--- src/rtl/rxroute_pkg.sv ---
package rxroute_pkg;
   localparam int WORD_W = 32;
   localparam int IP_W   = 32;
   localparam int PORT_W = 16;

   localparam logic [3:0] TYPE_RXCFG = 4'h3;
   localparam logic [3:0] TYPE_ACK   = 4'h5;
   localparam logic [3:0] TYPE_NACK  = 4'h6;

   typedef enum logic [1:0] {
      PS_HDR   = 2'd0,
      PS_IP    = 2'd1,
      PS_PORTS = 2'd2,
      PS_ADDR  = 2'd3
   } parse_state_t;

   function automatic logic [WORD_W-1:0] resp_word(input logic rejected);
      return {(rejected ? TYPE_NACK : TYPE_ACK), 1'b0, 27'd0};
   endfunction
endpackage

--- src/rtl/rxroute_cfg_parser.sv ---
module rxroute_cfg_parser
   import rxroute_pkg::*;
#(
   parameter int ADDR_W = 32
) (
   input  logic              clk,
   input  logic              rst_n,
   input  logic              cfg_valid,
   input  logic [WORD_W-1:0] cfg_word,
   output logic              wr_req,
   output logic [IP_W-1:0]   wr_ip,
   output logic [PORT_W-1:0] wr_dport,
   output logic [PORT_W-1:0] wr_sport,
   output logic [ADDR_W-1:0] wr_addr
);
   parse_state_t      state_q;
   logic [IP_W-1:0]   ip_q;
   logic [PORT_W-1:0] dport_q;
   logic [PORT_W-1:0] sport_q;

   always_ff @(posedge clk) begin
      if (!rst_n) begin
         state_q <= PS_HDR;
         ip_q    <= '0;
         dport_q <= '0;
         sport_q <= '0;
      end else if (cfg_valid) begin
         unique case (state_q)
            PS_HDR: begin
               if (cfg_word[WORD_W-1 -: 4] == TYPE_RXCFG) state_q <= PS_IP;
            end
            PS_IP: begin
               ip_q    <= cfg_word[IP_W-1:0];
               state_q <= PS_PORTS;
            end
            PS_PORTS: begin
               dport_q <= cfg_word[2*PORT_W-1:PORT_W];
               sport_q <= cfg_word[PORT_W-1:0];
               state_q <= PS_ADDR;
            end
            PS_ADDR: state_q <= PS_HDR;
            default: state_q <= PS_HDR;
         endcase
      end
   end

   assign wr_req   = cfg_valid && (state_q == PS_ADDR);
   assign wr_ip    = ip_q;
   assign wr_dport = dport_q;
   assign wr_sport = sport_q;
   assign wr_addr  = cfg_word[ADDR_W-1:0];


   hdr_filter_chk: assert property (@(posedge clk) disable iff (!rst_n)
      (state_q == PS_HDR && cfg_valid && cfg_word[WORD_W-1 -: 4] != TYPE_RXCFG)
      |=> (state_q == PS_HDR));


   commit_order_chk: assert property (@(posedge clk) disable iff (!rst_n)
      wr_req |-> $past(state_q) == PS_PORTS || !$past(cfg_valid));
endmodule

--- src/rtl/rxroute_store.sv ---
module rxroute_store
   import rxroute_pkg::*;
#(
   parameter int ENTRIES = 4,
   parameter int ADDR_W  = 32
) (
   input  logic                           clk,
   input  logic                           rst_n,
   input  logic                           wr_req,
   input  logic [IP_W-1:0]                wr_ip,
   input  logic [PORT_W-1:0]              wr_dport,
   input  logic [PORT_W-1:0]              wr_sport,
   input  logic [ADDR_W-1:0]              wr_addr,
   output logic [ENTRIES-1:0]             tbl_valid,
   output logic [ENTRIES-1:0][IP_W-1:0]   tbl_ip,
   output logic [ENTRIES-1:0][PORT_W-1:0] tbl_dport,
   output logic [ENTRIES-1:0][PORT_W-1:0] tbl_sport,
   output logic [ENTRIES-1:0][ADDR_W-1:0] tbl_addr,
   output logic                           rsp_valid,
   output logic [WORD_W-1:0]              rsp_word,
   output logic [ADDR_W-1:0]              rsp_dest
);
   localparam int IDX_W = (ENTRIES > 1) ? $clog2(ENTRIES) : 1;

   logic [ENTRIES-1:0] valid_q;
   logic [IDX_W-1:0]   free_idx;
   logic               full;

   assign full = &valid_q;

   always_comb begin
      free_idx = '0;
      for (int i = ENTRIES - 1; i >= 0; i--) begin
         if (!valid_q[i]) free_idx = IDX_W'(i);
      end
   end

   for (genvar g = 0; g < ENTRIES; g++) begin : g_slot
      logic take;
      assign take = wr_req && !full && (free_idx == IDX_W'(g));
      always_ff @(posedge clk) begin
         if (!rst_n) begin
            valid_q[g]   <= 1'b0;
            tbl_ip[g]    <= '0;
            tbl_dport[g] <= '0;
            tbl_sport[g] <= '0;
            tbl_addr[g]  <= '0;
         end else if (take) begin
            valid_q[g]   <= 1'b1;
            tbl_ip[g]    <= wr_ip;
            tbl_dport[g] <= wr_dport;
            tbl_sport[g] <= wr_sport;
            tbl_addr[g]  <= wr_addr;
         end
      end
   end

   always_ff @(posedge clk) begin
      if (!rst_n) begin
         rsp_valid <= 1'b0;
         rsp_word  <= '0;
         rsp_dest  <= '0;
      end else begin
         rsp_valid <= wr_req;
         if (wr_req) begin
            rsp_word <= resp_word(full);
            rsp_dest <= wr_addr;
         end
      end
   end

   assign tbl_valid = valid_q;


   valid_keep_chk: assert property (@(posedge clk) disable iff (!rst_n)
      ($past(valid_q) & ~valid_q) == '0);


   full_hold_chk: assert property (@(posedge clk) disable iff (!rst_n)
      (wr_req && full) |=> $stable(valid_q));


   rsp_shape_chk: assert property (@(posedge clk) disable iff (!rst_n)
      rsp_valid |-> (rsp_word[27:0] == '0) &&
                    (rsp_word[31:28] == TYPE_ACK || rsp_word[31:28] == TYPE_NACK));


   rsp_pulse_chk: assert property (@(posedge clk) disable iff (!rst_n)
      rsp_valid |=> !rsp_valid);
endmodule

--- src/rtl/rxroute_matcher.sv ---
module rxroute_matcher
   import rxroute_pkg::*;
#(
   parameter int ENTRIES  = 4,
   parameter int ADDR_W   = 32,
   parameter int PIPE_REG = 0
) (
   input  logic                           clk,
   input  logic                           rst_n,
   input  logic                           lk_valid,
   input  logic [IP_W-1:0]                lk_ip,
   input  logic [PORT_W-1:0]              lk_dport,
   input  logic [PORT_W-1:0]              lk_sport,
   input  logic [ENTRIES-1:0]             tbl_valid,
   input  logic [ENTRIES-1:0][IP_W-1:0]   tbl_ip,
   input  logic [ENTRIES-1:0][PORT_W-1:0] tbl_dport,
   input  logic [ENTRIES-1:0][PORT_W-1:0] tbl_sport,
   input  logic [ENTRIES-1:0][ADDR_W-1:0] tbl_addr,
   output logic                           res_valid,
   output logic                           res_hit,
   output logic [ADDR_W-1:0]              res_addr
);
   localparam int LOOKUP_LAT = 1 + PIPE_REG;

   logic              k_valid;
   logic [IP_W-1:0]   k_ip;
   logic [PORT_W-1:0] k_dport;
   logic [PORT_W-1:0] k_sport;

   if (PIPE_REG != 0) begin : g_key_reg
      always_ff @(posedge clk) begin
         if (!rst_n) begin
            k_valid <= 1'b0;
            k_ip    <= '0;
            k_dport <= '0;
            k_sport <= '0;
         end else begin
            k_valid <= lk_valid;
            k_ip    <= lk_ip;
            k_dport <= lk_dport;
            k_sport <= lk_sport;
         end
      end
   end else begin : g_key_wire
      assign k_valid = lk_valid;
      assign k_ip    = lk_ip;
      assign k_dport = lk_dport;
      assign k_sport = lk_sport;
   end

   logic [ENTRIES-1:0] match;
   for (genvar g = 0; g < ENTRIES; g++) begin : g_cmp
      logic ip_ok, dp_ok, sp_ok;
      assign ip_ok = (tbl_ip[g] == '1)    || (tbl_ip[g] == k_ip);
      assign dp_ok = (tbl_dport[g] == '1) || (tbl_dport[g] == k_dport);
      assign sp_ok = (tbl_sport[g] == '1) || (tbl_sport[g] == k_sport);
      assign match[g] = tbl_valid[g] && ip_ok && dp_ok && sp_ok;
   end

   logic              any_hit;
   logic [ADDR_W-1:0] win_addr;
   always_comb begin
      any_hit  = 1'b0;
      win_addr = '0;
      for (int i = ENTRIES - 1; i >= 0; i--) begin
         if (match[i]) begin
            any_hit  = 1'b1;
            win_addr = tbl_addr[i];
         end
      end
   end

   always_ff @(posedge clk) begin
      if (!rst_n) begin
         res_valid <= 1'b0;
         res_hit   <= 1'b0;
         res_addr  <= '0;
      end else begin
         res_valid <= k_valid;
         res_hit   <= k_valid && any_hit;
         res_addr  <= (k_valid && any_hit) ? win_addr : '0;
      end
   end


   miss_zero_chk: assert property (@(posedge clk) disable iff (!rst_n)
      (res_valid && !res_hit) |-> (res_addr == '0));


   lookup_lat_chk: assert property (@(posedge clk) disable iff (!rst_n)
      res_valid |-> $past(lk_valid, LOOKUP_LAT));


   idle_quiet_chk: assert property (@(posedge clk) disable iff (!rst_n)
      !res_valid |-> !res_hit);
endmodule

--- src/rtl/rxroute_table.sv ---
module rxroute_table
   import rxroute_pkg::*;
#(
   parameter int ENTRIES  = 4,
   parameter int ADDR_W   = 32,
   parameter int PIPE_REG = 0
) (
   input  logic              clk,
   input  logic              rst_n,
   input  logic              cfg_valid,
   input  logic [31:0]       cfg_word,
   output logic              rsp_valid,
   output logic [31:0]       rsp_word,
   output logic [ADDR_W-1:0] rsp_dest,
   input  logic              lk_valid,
   input  logic [31:0]       lk_src_ip,
   input  logic [15:0]       lk_dst_port,
   input  logic [15:0]       lk_src_port,
   output logic              res_valid,
   output logic              res_hit,
   output logic [ADDR_W-1:0] res_addr
);
   if (ENTRIES < 1 || ENTRIES > 256) begin : g_bad_entries
      $error("rxroute_table: ENTRIES must be 1..256");
   end
   if (ADDR_W < 1 || ADDR_W > WORD_W) begin : g_bad_addr
      $error("rxroute_table: ADDR_W must be 1..32");
   end
   if (PIPE_REG != 0 && PIPE_REG != 1) begin : g_bad_pipe
      $error("rxroute_table: PIPE_REG must be 0 or 1");
   end

   logic                           wr_req;
   logic [IP_W-1:0]                wr_ip;
   logic [PORT_W-1:0]              wr_dport;
   logic [PORT_W-1:0]              wr_sport;
   logic [ADDR_W-1:0]              wr_addr;
   logic [ENTRIES-1:0]             tbl_valid;
   logic [ENTRIES-1:0][IP_W-1:0]   tbl_ip;
   logic [ENTRIES-1:0][PORT_W-1:0] tbl_dport;
   logic [ENTRIES-1:0][PORT_W-1:0] tbl_sport;
   logic [ENTRIES-1:0][ADDR_W-1:0] tbl_addr;

   rxroute_cfg_parser #(.ADDR_W(ADDR_W)) u_parser (
      .clk(clk), .rst_n(rst_n), .cfg_valid(cfg_valid), .cfg_word(cfg_word),
      .wr_req(wr_req), .wr_ip(wr_ip), .wr_dport(wr_dport),
      .wr_sport(wr_sport), .wr_addr(wr_addr)
   );

   rxroute_store #(.ENTRIES(ENTRIES), .ADDR_W(ADDR_W)) u_store (
      .clk(clk), .rst_n(rst_n), .wr_req(wr_req), .wr_ip(wr_ip),
      .wr_dport(wr_dport), .wr_sport(wr_sport), .wr_addr(wr_addr),
      .tbl_valid(tbl_valid), .tbl_ip(tbl_ip), .tbl_dport(tbl_dport),
      .tbl_sport(tbl_sport), .tbl_addr(tbl_addr),
      .rsp_valid(rsp_valid), .rsp_word(rsp_word), .rsp_dest(rsp_dest)
   );

   rxroute_matcher #(.ENTRIES(ENTRIES), .ADDR_W(ADDR_W), .PIPE_REG(PIPE_REG)) u_match (
      .clk(clk), .rst_n(rst_n), .lk_valid(lk_valid), .lk_ip(lk_src_ip),
      .lk_dport(lk_dst_port), .lk_sport(lk_src_port),
      .tbl_valid(tbl_valid), .tbl_ip(tbl_ip), .tbl_dport(tbl_dport),
      .tbl_sport(tbl_sport), .tbl_addr(tbl_addr),
      .res_valid(res_valid), .res_hit(res_hit), .res_addr(res_addr)
   );


   rst_empty_chk: assert property (@(posedge clk)
      !rst_n |=> (!rsp_valid && !res_valid && tbl_valid == '0));
endmodule

--- config.mk ---
export PLATFORM = sky130hd
export DESIGN_NAME = rxroute_table
export DESIGN_NICKNAME = d
export VERILOG_FILES = /design/src/rtl/rxroute_pkg.sv /design/src/rtl/rxroute_cfg_parser.sv /design/src/rtl/rxroute_store.sv /design/src/rtl/rxroute_matcher.sv /design/src/rtl/rxroute_table.sv
export SDC_FILE = /design/constraint.sdc
export NUM_CORES = 1
export LEC_CHECK = 0
export ABC_AREA = 0
export BUFFER_PORTS_ARGS = -buffer_cell sky130_fd_sc_hd__buf_2
export CORE_ASPECT_RATIO = 1.5
export CORE_MARGIN = 5
export CORE_UTILIZATION = 56
export DETAILED_ROUTE_END_ITERATION = 10
export PLACE_DENSITY = 0.84
export SLEW_MARGIN = 20
export SYNTH_ARGS = -nofsm -noshare
export SYNTH_HDL_FRONTEND = slang
export SYNTH_HIERARCHICAL = 1
export SYNTH_SLANG_ARGS = --single-unit
--- constraint.sdc ---
create_clock -name clk -period 4.2 [get_ports clk]
set_input_delay 0.21 -clock clk [delete_from_list [all_inputs] [get_ports clk]]
set_output_delay 0.21 -clock clk [all_outputs]
set_load 0.02 [all_outputs]
==> flow_summary.toml <==
[outcome]
result_of_the_run = "finished, final reports clean"

[clocking]
cts-buffers-inserted = 48
cts.path.max_buffers = 3
cts_root_buffer = "sky130_fd_sc_hd__clkbuf_16"
worst_path_clk_slew_ps = 70
max_h_tree_level = 2
numClockSinks = 524
cts-resized-gates = 0
insertion_delay_ps = 580
clock_tree_from_tritoncts = "built"
post_cts.repair.setup_buffers = 0

[worst_setup_path]
cp.required_ps = 4640
criticalPathCategory = "reg2reg"
crit_chain = "xnor2_1 -> nand4_1 -> nor4_1 -> o21ai_1 -> or2_1 -> o21ai_4 -> nor3b_4 -> buf_6 -> nor4_1"
rr_worst_depth = 9
critical_path_peak_fanout = 18
flop2flop_setup_slack_ps = 710
cp_slowest_cell = "sky130_fd_sc_hd__or2_1"
critical_path_arrival_ps = 3930
crit-reg2reg-capture = "u_match/res_addr[25]"
rr_startpoint = "u_store/tbl_dport[25]"
crit_buf_inv = 1
crit_path_start_kind = "flip-flop"
critPathCaptureType = "flip-flop"
cp_common_cell = "sky130_fd_sc_hd__nor4_1"
path_delay_family = "simple AND/OR/NAND/NOR gates"
worst_path_largest_cell_delay_ps = 710

[sta]
final.setup.worst_slack_ps = 710
hold_viol = 0
timing_worst_slew_pin_value_ps = 1100
period_minus_slack_ps = 3490
grt_setup_unrepaired = "no"
worst_clock_skew_ps = 20.8
final_clock_period_utilization_by_the_worst_path = 0.831
finalMaxSlewViolations = 0
fmaxAchievable_mhz = 286
hold_ws_ps = 11.8
timing.final.setup_violations = 0
tns_ps = 0
timing.max_slew.rel_slack = 0.265

[flow_run]
timing.max_cap.violations = 0

[placed_design]
place_area_mm2 = 0.0243
post-place-cells = 3263
placement.io_buffers = 169
place_congestion = 0.998
dp_slack_ps = 811
detailedPlacementHpwl_um = 56100

[power]
comb_power_share = 0.053
p_clk_frac = 0.458
pwr_density_cell_mw_per_mm2 = 390
netSwitchingPower_mw = 2.33
seq_power_share = 0.489
power.leakage_nw = 8.52
internal_power_mw = 7.89
p_sw_frac = 0.228
power.ir.vdd_worst_uv = 376

[synthesis]
post_synth_fa_ha_maj_area_fraction = 0.00211
simple_gate_fraction_of_synth_area = 0.211
syn-instance-count = 2735
main_combinational_cell_family_by_area_after_synthesis = "simple AND/OR/NAND/NOR gates"
synthDistinctLibCells = 59
ys_warn_count = 6
syn_avg_cell_area_um2 = 8.67
synthesized_cell_area_mm2 = 0.0237
synth-main-ff-cell = "sky130_fd_sc_hd__dfxtp_1"
yosys_register_bits = 524
synth_seq_area_share = 0.442
synth_compound_gate_area_share = 0.134
postSynth.asyncResetShare = 0
multiplexer_share_of_the_synthesized_area = 0.0545
post_synth_xor_area_fraction = 0.0945
synth_enable_flop_cells = 0

[min_path]
holdCritStartpoint = "cfg_word[24]"
hold_path_end = "u_store/tbl_addr[56]"
holdCritPathClass = "in2reg"
whs_path_depth = 3

[detailed_routing]
routed_wire_length_per_instance_um = 23.3
routed_via_density = 6.05
route.detailed.drc = 0
drt_iter0_markers = 2499
drt_pass_1_iters = 8
detailroute.via_count = 20400
totalWireLength_um = 78600
post_drt_antenna_nets = 0

[finish]
syn2layout_area_growth_pct = 10.3
layout-drive-gt1-share = 0.124
fillers = 3516
stdcell_count = 3370
most-common-layout-cells = "sky130_fd_sc_hd__nand2_1, sky130_fd_sc_hd__dfxtp_1, sky130_fd_sc_hd__a21boi_1"
mostFrequentLayoutCell = "sky130_fd_sc_hd__nand2_1"
num-nets-final = 2873
fin_area_mm2 = 0.0262
num_antenna_cells = 0

[die]
die_h_um = 262
die-width_um = 178
pin_count = 199
initial_core_util = 0.565
fp.coreArea_mm2 = 0.0420
dieArea_mm2 = 0.0467
rows = 92

[grt]
largest_net_degree_at_the_start_of_global_routing = 262
overflow = 0
grt_antenna_before_repair = 0
grt_first_pass_wirelength_um = 118000
grt_pass1_vias = 20000
gr-usage-all-layers = 0.326
[sequential cells by signal, summed over array words and instances (netlist names), 2 cells and up]
name,cells
u_parser/wr_ip,32
u_store/rsp_dest,32
u_parser/wr_sport,16
u_store/tbl_ip,128
u_store/rsp_word,3
u_store/tbl_sport,64
u_store/tbl_dport,64
u_store/tbl_addr,128
u_store/tbl_valid,4
u_parser/state_q,2
u_parser/wr_dport,16
u_match/res_addr,32
[layout make-up]
type / instances / area, um2 / share of cell area
multi-input combinational: 1972 / 11900 / 0.456
sequential: 524 / 10500 / 0.401
timing repair buffer: 219 / 1360 / 0.0520
clock buffer: 61 / 1320 / 0.0505
tap: 564 / 706 / 0.0270
clock inverter: 26 / 354 / 0.0135
inverter: 4 / 15.0 / 0.000574
[cells in the mapped netlist (all sizes together) (4+ instances only)]
master / number / area share
nand2: 711 / 0.11
dfxtp: 524 / 0.44
a21boi: 193 / 0.061
xnor2: 176 / 0.065
buf: 141 / 0.041
mux2i: 128 / 0.054
clkbuf: 122 / 0.019
nand4: 122 / 0.032
o21ai: 111 / 0.024
nand3: 108 / 0.023
a21oi: 85 / 0.024
xor2: 80 / 0.030
nor4: 68 / 0.019
nor2b: 33 / 0.0087
a221oi: 18 / 0.0066
o31ai: 11 / 0.0035
and3b: 9 / 0.0033
nor3: 9 / 0.0023
a311oi: 8 / 0.0030
a31oi: 8 / 0.0021
nor2: 7 / 0.0014
o211ai: 7 / 0.0022
and2: 6 / 0.0018
o21a: 6 / 0.0019
o31a: 6 / 0.0022
o41ai: 6 / 0.0022
ha: 4 / 0.0021
inv: 4 / 0.00063
[power by group through the flow]
| stage | Combinational [mW] | Clock, mW | Sequential, mW |
|---|---|---|---|
| finish | 0.542 | 4.68 | 4.99 |
| detailed placement | 0.514 | 0 | 5.10 |
| CTS | 0.532 | 4.70 | 4.99 |
| global placement | 0.513 | 0 | 5.10 |
| global route | 0.569 | 4.89 | 4.99 |
| floorplan | 0.351 | 0 | 5.10 |
[logic make-up after synthesis]
group	after synthesis
XOR/XNOR	256
multiplexers	129
AND/OR/NAND/NOR	1091
AO/OA/AOI/OAI	463
other	1
adder cells (fa/ha/maj)	4
flip-flops	524
buffers and inverters	267
[per-layer routing]
metal	wire length, um	GRT usage
met3	6060	0.0524
met2	38900	0.568
met5	0	0
met4	5140	0.177
met1	28500	0.382
[stage by stage]
| step | total power [mW] | util |
|---|---|---|
| after global routing | 10.4 | 0.623 |
| final | 10.2 | 0.623 |
| after floorplan | 5.45 | - |
| after global placement | 5.62 | 0.578 |
| after CTS | 10.2 | 0.623 |
| after detailed placement | 5.62 | 0.578 |
[how the worst max path moves through the flow]
stage | from | cells after the start | slack, ps | endpoint
after floorplan | u_store/tbl_sport[46] | 9 | 1910 | u_match/res_addr[1]
after global placement | lk_dst_port[9] | 9 | 630 | u_match/res_addr[25]
after detailed placement | lk_dst_port[9] | 10 | 810 | u_match/res_addr[24]
after CTS | u_store/tbl_dport[25] | 9 | 830 | u_match/res_addr[30]
after global routing | u_store/tbl_dport[25] | 9 | 630 | u_match/res_addr[24]
final | u_store/tbl_dport[25] | 9 | 710 | u_match/res_addr[25]
[worst register-to-register path: cells and delay by family (launching register included)]
kind,cells,cell delay (ps)
xor+xnor,1,140
simple gates,5,1680
compound gates,2,930
buf+inv,1,280
flops,1,340
[repair_timing]
action                     CTS  global route
hold endpoints to repair    58             0
setup endpoints to repair    0             0
hold buffers                20             0
(Power assumes the default switching activity.)
